`src/rtl/rcl_pkg.sv`:
```
`timescale 1ns/1ps
package rcl_pkg;

  // Action applied to the credit pool in one cycle
  typedef enum logic [1:0] {
    CR_HOLD = 2'd0,
    CR_TAKE = 2'd1,
    CR_GIVE = 2'd2
  } credit_op_e;

  // Action applied to the reply buffer level in one cycle
  typedef enum logic [1:0] {
    LV_KEEP = 2'd0,
    LV_FILL = 2'd1,
    LV_DRAIN = 2'd2
  } level_op_e;

endpackage

```
`src/rtl/rcl_credit_ctr.sv`:
```
`timescale 1ns/1ps
module rcl_credit_ctr
  import rcl_pkg::*;
#(
  parameter int DEPTH = 4
) (
  input  logic                             clk,
  input  logic                             rst,
  input  logic                             take,
  input  logic                             give,
  output logic [$clog2(DEPTH+1)-1:0]       credit,
  output logic                             has_credit
);
  localparam int CW = $clog2(DEPTH + 1);
  localparam logic [CW-1:0] FULL_POOL = CW'(DEPTH);

  credit_op_e op;

  always_comb begin
    unique case ({take, give})
      2'b10:   op = CR_TAKE;
      2'b01:   op = CR_GIVE;
      default: op = CR_HOLD;   // neither, or both cancel out
    endcase
  end

  always_ff @(posedge clk) begin
    if (rst) begin
      credit <= FULL_POOL;
    end else begin
      unique case (op)
        CR_TAKE: credit <= credit - 1'b1;
        CR_GIVE: credit <= credit + 1'b1;
        default: credit <= credit;
      endcase
    end
  end

  assign has_credit = (credit != '0);

  AST_CREDIT_MAX: assert property (@(posedge clk) disable iff (rst)
    credit <= FULL_POOL);
  AST_CREDIT_BOTH: assert property (@(posedge clk) disable iff (rst)
    (take && give) |=> $stable(credit));
  AST_CREDIT_TAKE: assert property (@(posedge clk) disable iff (rst)
    (take && !give) |=> (credit == $past(credit) - 1'b1));
  AST_NO_TAKE_EMPTY: assert property (@(posedge clk) disable iff (rst)
    take |-> has_credit);

endmodule

```
`src/rtl/rcl_req_gate.sv`:
```
`timescale 1ns/1ps
module rcl_req_gate #(
  parameter int ADDR_W = 8,
  parameter int DATA_W = 32
) (
  input  logic                    usr_req_valid,
  input  logic                    usr_req_wr,
  input  logic [ADDR_W-1:0]       usr_req_addr,
  input  logic [DATA_W-1:0]       usr_req_wdata,
  input  logic [DATA_W/8-1:0]     usr_req_mask,
  input  logic                    has_credit,
  input  logic                    mem_rdy,
  output logic                    usr_req_ready,
  output logic                    mem_req,
  output logic                    mem_write,
  output logic [ADDR_W-1:0]       mem_addr,
  output logic [DATA_W-1:0]       mem_wdata,
  output logic [DATA_W/8-1:0]     mem_wmask,
  output logic                    read_taken
);
  localparam int MASK_W = DATA_W / 8;

  logic may_issue;

  // A write never needs a credit; a read needs one free slot.
  assign may_issue     = usr_req_wr | has_credit;
  assign mem_req       = usr_req_valid & may_issue;
  // mem_rdy does not depend on mem_req, so it is used combinationally here.
  assign usr_req_ready = mem_rdy & may_issue;
  assign read_taken    = mem_req & mem_rdy & ~usr_req_wr;

  assign mem_write = usr_req_wr;
  assign mem_addr  = usr_req_addr;
  assign mem_wdata = usr_req_wdata;
  assign mem_wmask = MASK_W'(usr_req_mask);

endmodule

```
`src/rtl/rcl_reply_fifo.sv`:
```
`timescale 1ns/1ps
module rcl_reply_fifo
  import rcl_pkg::*;
#(
  parameter int DATA_W = 32,
  parameter int DEPTH  = 4
) (
  input  logic               clk,
  input  logic               rst,
  input  logic               push,
  input  logic [DATA_W-1:0]  push_data,
  input  logic               out_ready,
  output logic               out_valid,
  output logic [DATA_W-1:0]  out_data,
  output logic               pop,
  output logic               overflow_err
);
  localparam int IW = (DEPTH > 1) ? $clog2(DEPTH) : 1;
  localparam int CW = $clog2(DEPTH + 1);
  localparam logic [IW-1:0] LAST_IDX = IW'(DEPTH - 1);
  localparam logic [CW-1:0] FULL_LVL = CW'(DEPTH);

  logic [IW-1:0]           wr_idx;
  logic [IW-1:0]           rd_idx;
  logic [CW-1:0]           level;
  logic                    full;
  logic                    store;
  logic [DEPTH*DATA_W-1:0] slots_flat;
  level_op_e               lop;

  assign full      = (level == FULL_LVL);
  assign out_valid = (level != '0);
  assign pop       = out_valid & out_ready;
  assign store     = push & ~full;

  // One register per slot; only the slot under the write index loads.
  for (genvar e = 0; e < DEPTH; e++) begin : g_slot
    logic [DATA_W-1:0] q;
    always_ff @(posedge clk) begin
      if (store && (wr_idx == IW'(e))) begin
        q <= push_data;
      end
    end
    assign slots_flat[e*DATA_W +: DATA_W] = q;
  end

  assign out_data = slots_flat[rd_idx*DATA_W +: DATA_W];

  always_comb begin
    unique case ({store, pop})
      2'b10:   lop = LV_FILL;
      2'b01:   lop = LV_DRAIN;
      default: lop = LV_KEEP;
    endcase
  end

  always_ff @(posedge clk) begin
    if (rst) begin
      wr_idx       <= '0;
      rd_idx       <= '0;
      level        <= '0;
      overflow_err <= 1'b0;
    end else begin
      if (store) begin
        wr_idx <= (wr_idx == LAST_IDX) ? '0 : wr_idx + 1'b1;
      end
      if (pop) begin
        rd_idx <= (rd_idx == LAST_IDX) ? '0 : rd_idx + 1'b1;
      end
      unique case (lop)
        LV_FILL:  level <= level + 1'b1;
        LV_DRAIN: level <= level - 1'b1;
        default:  level <= level;
      endcase
      if (push && full) begin
        overflow_err <= 1'b1;
      end
    end
  end

  AST_NO_OVERFLOW: assert property (@(posedge clk) disable iff (rst)
    !(push && full));
  AST_OUT_HOLD: assert property (@(posedge clk) disable iff (rst)
    (out_valid && !out_ready) |=> (out_valid && $stable(out_data)));
  AST_LEVEL_MAX: assert property (@(posedge clk) disable iff (rst)
    level <= FULL_LVL);
  AST_PUSH_SHOWS: assert property (@(posedge clk) disable iff (rst)
    push |=> out_valid);

endmodule

```
`src/rtl/read_credit_limiter.sv`:
```
`timescale 1ns/1ps
module read_credit_limiter #(
  parameter int ADDR_W = 8,
  parameter int DATA_W = 32,
  parameter int DEPTH  = 4
) (
  input  logic                  clk,
  input  logic                  rst,
  input  logic                  usr_req_valid,
  output logic                  usr_req_ready,
  input  logic                  usr_req_wr,
  input  logic [ADDR_W-1:0]     usr_req_addr,
  input  logic [DATA_W-1:0]     usr_req_wdata,
  input  logic [DATA_W/8-1:0]   usr_req_mask,
  input  logic                  mem_rdy,
  output logic                  mem_req,
  output logic                  mem_write,
  output logic [ADDR_W-1:0]     mem_addr,
  output logic [DATA_W-1:0]     mem_wdata,
  output logic [DATA_W/8-1:0]   mem_wmask,
  input  logic                  mem_rstb,
  input  logic [DATA_W-1:0]     mem_rdata,
  output logic                  out_valid,
  input  logic                  out_ready,
  output logic [DATA_W-1:0]     out_data,
  output logic                  overflow_err
);
  localparam int CW = $clog2(DEPTH + 1);

  logic          has_credit;
  logic          read_taken;
  logic          pop;
  logic [CW-1:0] credit;

  rcl_req_gate #(
    .ADDR_W (ADDR_W),
    .DATA_W (DATA_W)
  ) u_gate (
    .usr_req_valid (usr_req_valid),
    .usr_req_wr    (usr_req_wr),
    .usr_req_addr  (usr_req_addr),
    .usr_req_wdata (usr_req_wdata),
    .usr_req_mask  (usr_req_mask),
    .has_credit    (has_credit),
    .mem_rdy       (mem_rdy),
    .usr_req_ready (usr_req_ready),
    .mem_req       (mem_req),
    .mem_write     (mem_write),
    .mem_addr      (mem_addr),
    .mem_wdata     (mem_wdata),
    .mem_wmask     (mem_wmask),
    .read_taken    (read_taken)
  );

  rcl_credit_ctr #(
    .DEPTH (DEPTH)
  ) u_credit (
    .clk        (clk),
    .rst        (rst),
    .take       (read_taken),
    .give       (pop),
    .credit     (credit),
    .has_credit (has_credit)
  );

  rcl_reply_fifo #(
    .DATA_W (DATA_W),
    .DEPTH  (DEPTH)
  ) u_fifo (
    .clk          (clk),
    .rst          (rst),
    .push         (mem_rstb),
    .push_data    (mem_rdata),
    .out_ready    (out_ready),
    .out_valid    (out_valid),
    .out_data     (out_data),
    .pop          (pop),
    .overflow_err (overflow_err)
  );

  AST_READ_NEEDS_CREDIT: assert property (@(posedge clk) disable iff (rst)
    (mem_req && !mem_write) |-> (credit != '0));
  AST_WRITE_PASSES: assert property (@(posedge clk) disable iff (rst)
    (usr_req_valid && usr_req_wr) |-> mem_req);
  AST_REFUSED_FREE: assert property (@(posedge clk) disable iff (rst)
    (usr_req_valid && !usr_req_wr && !mem_rdy && !pop) |=> $stable(credit));
  AST_FLAG_CLEAR: assert property (@(posedge clk) disable iff (rst)
    !overflow_err);

endmodule

```
`config.mk`:
```
export PLATFORM = sky130hd
export DESIGN_NAME = read_credit_limiter
export DESIGN_NICKNAME = d
export VERILOG_FILES = /design/src/rtl/rcl_pkg.sv /design/src/rtl/rcl_credit_ctr.sv /design/src/rtl/rcl_req_gate.sv /design/src/rtl/rcl_reply_fifo.sv /design/src/rtl/read_credit_limiter.sv
export SDC_FILE = /design/constraint.sdc
export NUM_CORES = 1
export LEC_CHECK = 0
export CAP_MARGIN = 30
export CORE_ASPECT_RATIO = 0.75
export CORE_UTILIZATION = 34
export CTS_CLUSTER_DIAMETER = 40
export DETAILED_ROUTE_END_ITERATION = 10
export PLACE_DENSITY_LB_ADDON = 0.2
export REMOVE_ABC_BUFFERS = 1
export SLEW_MARGIN = 20
export SYNTH_ARGS = -nofsm -noshare
export SYNTH_HDL_FRONTEND = slang
export SYNTH_HIERARCHICAL = 1
export SYNTH_SLANG_ARGS = --single-unit
```
`constraint.sdc`:
```
create_clock -name clk -period 5.6 [get_ports clk]
set_input_delay 0.84 -clock clk [delete_from_list [all_inputs] [get_ports clk]]
set_output_delay 0.84 -clock clk [all_outputs]
set_load 0.05 [all_outputs]
```
==> flow_metrics.tcl <==
set metrics [dict create \
    pin_slew_with_the_least_headroom_to_its_limit_ns 0.918 \
    synthDominantAreaCellType "edfxtp_1" \
    grtUsageTotal_pct 15.0 \
    fillerInstances 1423 \
    signed_area_change_from_the_synthesized_netlist_to_the_final_layout_pct 22.0 \
    rsz0062_at_grt "no" \
    postLayoutSetupSlackWorst_ns 1.87 \
    run_status "complete, no violations" \
    route.detailed.wl_per_inst_um 21.9 \
    timing_hold_violations_final 0 \
    worst_hold_path_type "register to register" \
    gp_routability_congestion 0.732 \
    synth_seq_cells 139 \
    die_area_sq_um 17000 \
    worstPathRequired_ns 4.76 \
    synth_area_leaders "edfxtp_1 (68%), mux4_2 (13%), buf_4 (6.4%)" \
    routed_via_density 4.86 \
    yosysMostFrequentCell "edfxtp_1" \
    synth.distinct_cells 30 \
    fmax_ghz 0.268 \
    synth_commonest_cells "edfxtp_1 (128), buf_4 (48), mux4_2 (32)" \
    detailroute.via_count 2666 \
    timing_max_transition_violations_final 0 \
    place.port_buffers 75 \
    first_pass_grt_wire_length_mm 17.7 \
    h_tree_depth 4 \
    p_leak_uw 0.00223 \
    synthFlopType "edfxtp_1" \
    route.antenna.remaining_nets 0 \
    drive_gt1_share_pct 20.4 \
    timing.critical_path.cells "buf_4 -> mux4_2 -> clkdlybuf4s50_1" \
    dr.first_iter.drc_count 137 \
    yosys_warnings 6 \
    number_of_global_route_vias_before_repair 2820 \
    setup_viol_count_final 0 \
    worstPathArrival_ns 2.89 \
    initial_utilization_pct 34.9 \
    timing.max_cap.violations 0 \
    clock_latency_ns 0.41 \
    dieHeight_um 113 \
    fp-row-count 40 \
    ys_async_sr_fraction_pct 0 \
    worstSetupPathType "register to output port" \
    post_cts.repair.setup_buffers 0 \
    kind_of_cell_with_the_highest_combined_delay_on_the_critical_path "buffers and inverters" \
    global_route.overflow_total 0 \
    cts_repair_resize_count 0 \
    core_region_area_sq_um 16100 \
    avgSynthCellArea_sq_um 19.8 \
    finClkSkew_ns 0.0175 \
    post-place-cells 516 \
    dp_worst_setup_slack_ns 2.22 \
    critPathMaxStageDelay_ns 0.73 \
    yosysSeqAreaShare_pct 72.4 \
    count_of_hold_fix_buffers_inserted_at_cts 0 \
    cts_num_sinks 139 \
    clkTransAtPathRegs_ns 0.06 \
    hpwlAfterDp_mm 7.55 \
    cts-buffers-inserted 17 \
    reg2reg_slack_ns 3.20 \
    netlist_instances 284 \
    post-layout-total-power_uw 3460 \
    cp_max_fo 18 \
    route.detailed.drc 0 \
    end_kind "output port" \
    router_iterations_before_antenna_repair 4 \
    slew-limit-headroom_pct 38.8 \
    final_core_util_pct 42.6 \
    setup-tns-final_ns 0 \
    worst_path_max_delay_cell "clkdlybuf4s50_1" \
    critical_path.startpoint_type "register" \
    routed_wirelength_mm 12.0 \
    antenna_found_initial 0 \
    timing.critical_path.buf_inv 2 \
    irDropWorstVdd_mv 0.233 \
    cts.root.buffer_cell "clkbuf_16" \
    antenna_cells_inserted 0 \
    layout_min_cycle_time_ns 3.73 \
    cell_area_after_synthesis_sq_um 5610 \
    synth_edf_count 128 \
    power_per_cell_area_nw_per_um2 506 \
    cts_tree "built" \
    clockBufferDepth 2 \
    floorplan.io_pins 164 \
    finalCritPeriodShare_pct 66.6 \
    finalNetCount 417 \
    synth_top_cell_area_share_pct 68.5 \
    finalNonFillerCells 548 \
    die-width_um 150 \
    grt_max_degree 35 \
]
final timing paths:
path / from / to / depth (start not counted)
hold / removal: u_fifo/overflow_err / u_fifo/overflow_err / 2
setup / recovery: u_fifo/rd_idx[0] / out_data[11] / 3
setup reg to reg: u_credit/credit[1] / u_credit/credit[2] / 9
hold reg to reg: u_fifo/overflow_err / u_fifo/overflow_err / 2
cells by family after synthesis:
family,synth area share (%)
flip-flops,72.4
buffers and inverters,7.56
multiplexers,13.4
AND/OR/NAND/NOR,2.52
AO/OA/AOI/OAI,1.25
adder cells (fa/ha/maj),2.27
XOR/XNOR,0.624
through the flow:
stage | hold WS (ns) | instance area [sq um]
global placement | 0.467 | 6240
floorplan | 0.481 | 5220
detailed placement | 0.477 | 6240
finish | 0.489 | 6850
CTS | 0.494 | 6850
global route | 0.545 | 6850
sequential cells by signal, summed over array words and instances, names as in the netlist:
| name | cells |
|---|---|
| u_fifo/g_slot.q | 128 |
| u_credit/credit | 3 |
| u_fifo/wr_idx | 2 |
| u_fifo/rd_idx | 2 |
| u_fifo/level | 3 |
| u_fifo/overflow_err | 1 |
worst min-delay path, cell delays in order, from the launching register on:
cell and delay [ns]:
dfxtp_1 0.33, a41oi_1 0.04, nor2_1 0.08
cells in the final DEF, fill, tap and decap left out:
cell type | netlist | routed
edfxtp_1 | 128 | 128
clkdlybuf4s50_1 | 0 | 75
mux4_2 | 32 | 32
clkbuf_16 | 0 | 17
dfxtp_1 | 11 | 9
inv_1 | 8 | 8
nor2_1 | 8 | 8
ha_1 | 7 | 7
clkinv_1 | 0 | 4
bufinv_16 | 0 | 4
xor2_1 | 4 | 4
and3_2 | 4 | 4
a21oi_1 | 3 | 3
clkinv_4 | 0 | 2
clkinv_2 | 0 | 2
clkinvlp_4 | 0 | 2
or3_1 | 2 | 2
nor3_1 | 2 | 2
mux2i_1 | 2 | 2
fa_1 | 2 | 2
nand2_1 | 2 | 2
or3_2 | 2 | 2
o21ai_0 | 2 | 2
dfxtp_2 | 0 | 2
o21a_1 | 2 | 2
clkbuf_1 | 2 | 1
o21ai_1 | 1 | 1
or3b_1 | 1 | 1
o31ai_1 | 1 | 1
or3b_4 | 1 | 1
mux2_1 | 1 | 1
a41oi_1 | 1 | 1
nand2b_1 | 1 | 1
a211o_1 | 1 | 1
buf_4 | 48 | 1
and4b_1 | 1 | 1
where the power goes:
group          internal [uW]  total, uW  switching, uW
registers               1260       1330           75.1
clock network            738       1140            399
logic                    394        996            602
metal layers:
| metal | track usage [%] | vias up | share of wire, % | wire length (um) |
|---|---|---|---|---|
| li1 | - | 1153 | - | - |
| met1 | 20.1 | 1346 | 45 | 5430 |
| met2 | 19.4 | 153 | 42 | 5010 |
| met3 | 9.15 | 12 | 12 | 1430 |
| met4 | 5.05 | 2 | 0.81 | 97 |
| met5 | 4.41 | - | 0.38 | 46 |
cell type report:
type,count,area [sq um],area share (%)
repair buffers,76,758,11.1
clock buffers,18,429,6.26
inverters,8,30.0,0.438
multi-input cells,83,1130,16.4
well taps,210,263,3.84
clock inverters,14,178,2.59
flip-flops and latches,139,4070,59.4
(Power assumes the default switching activity.)
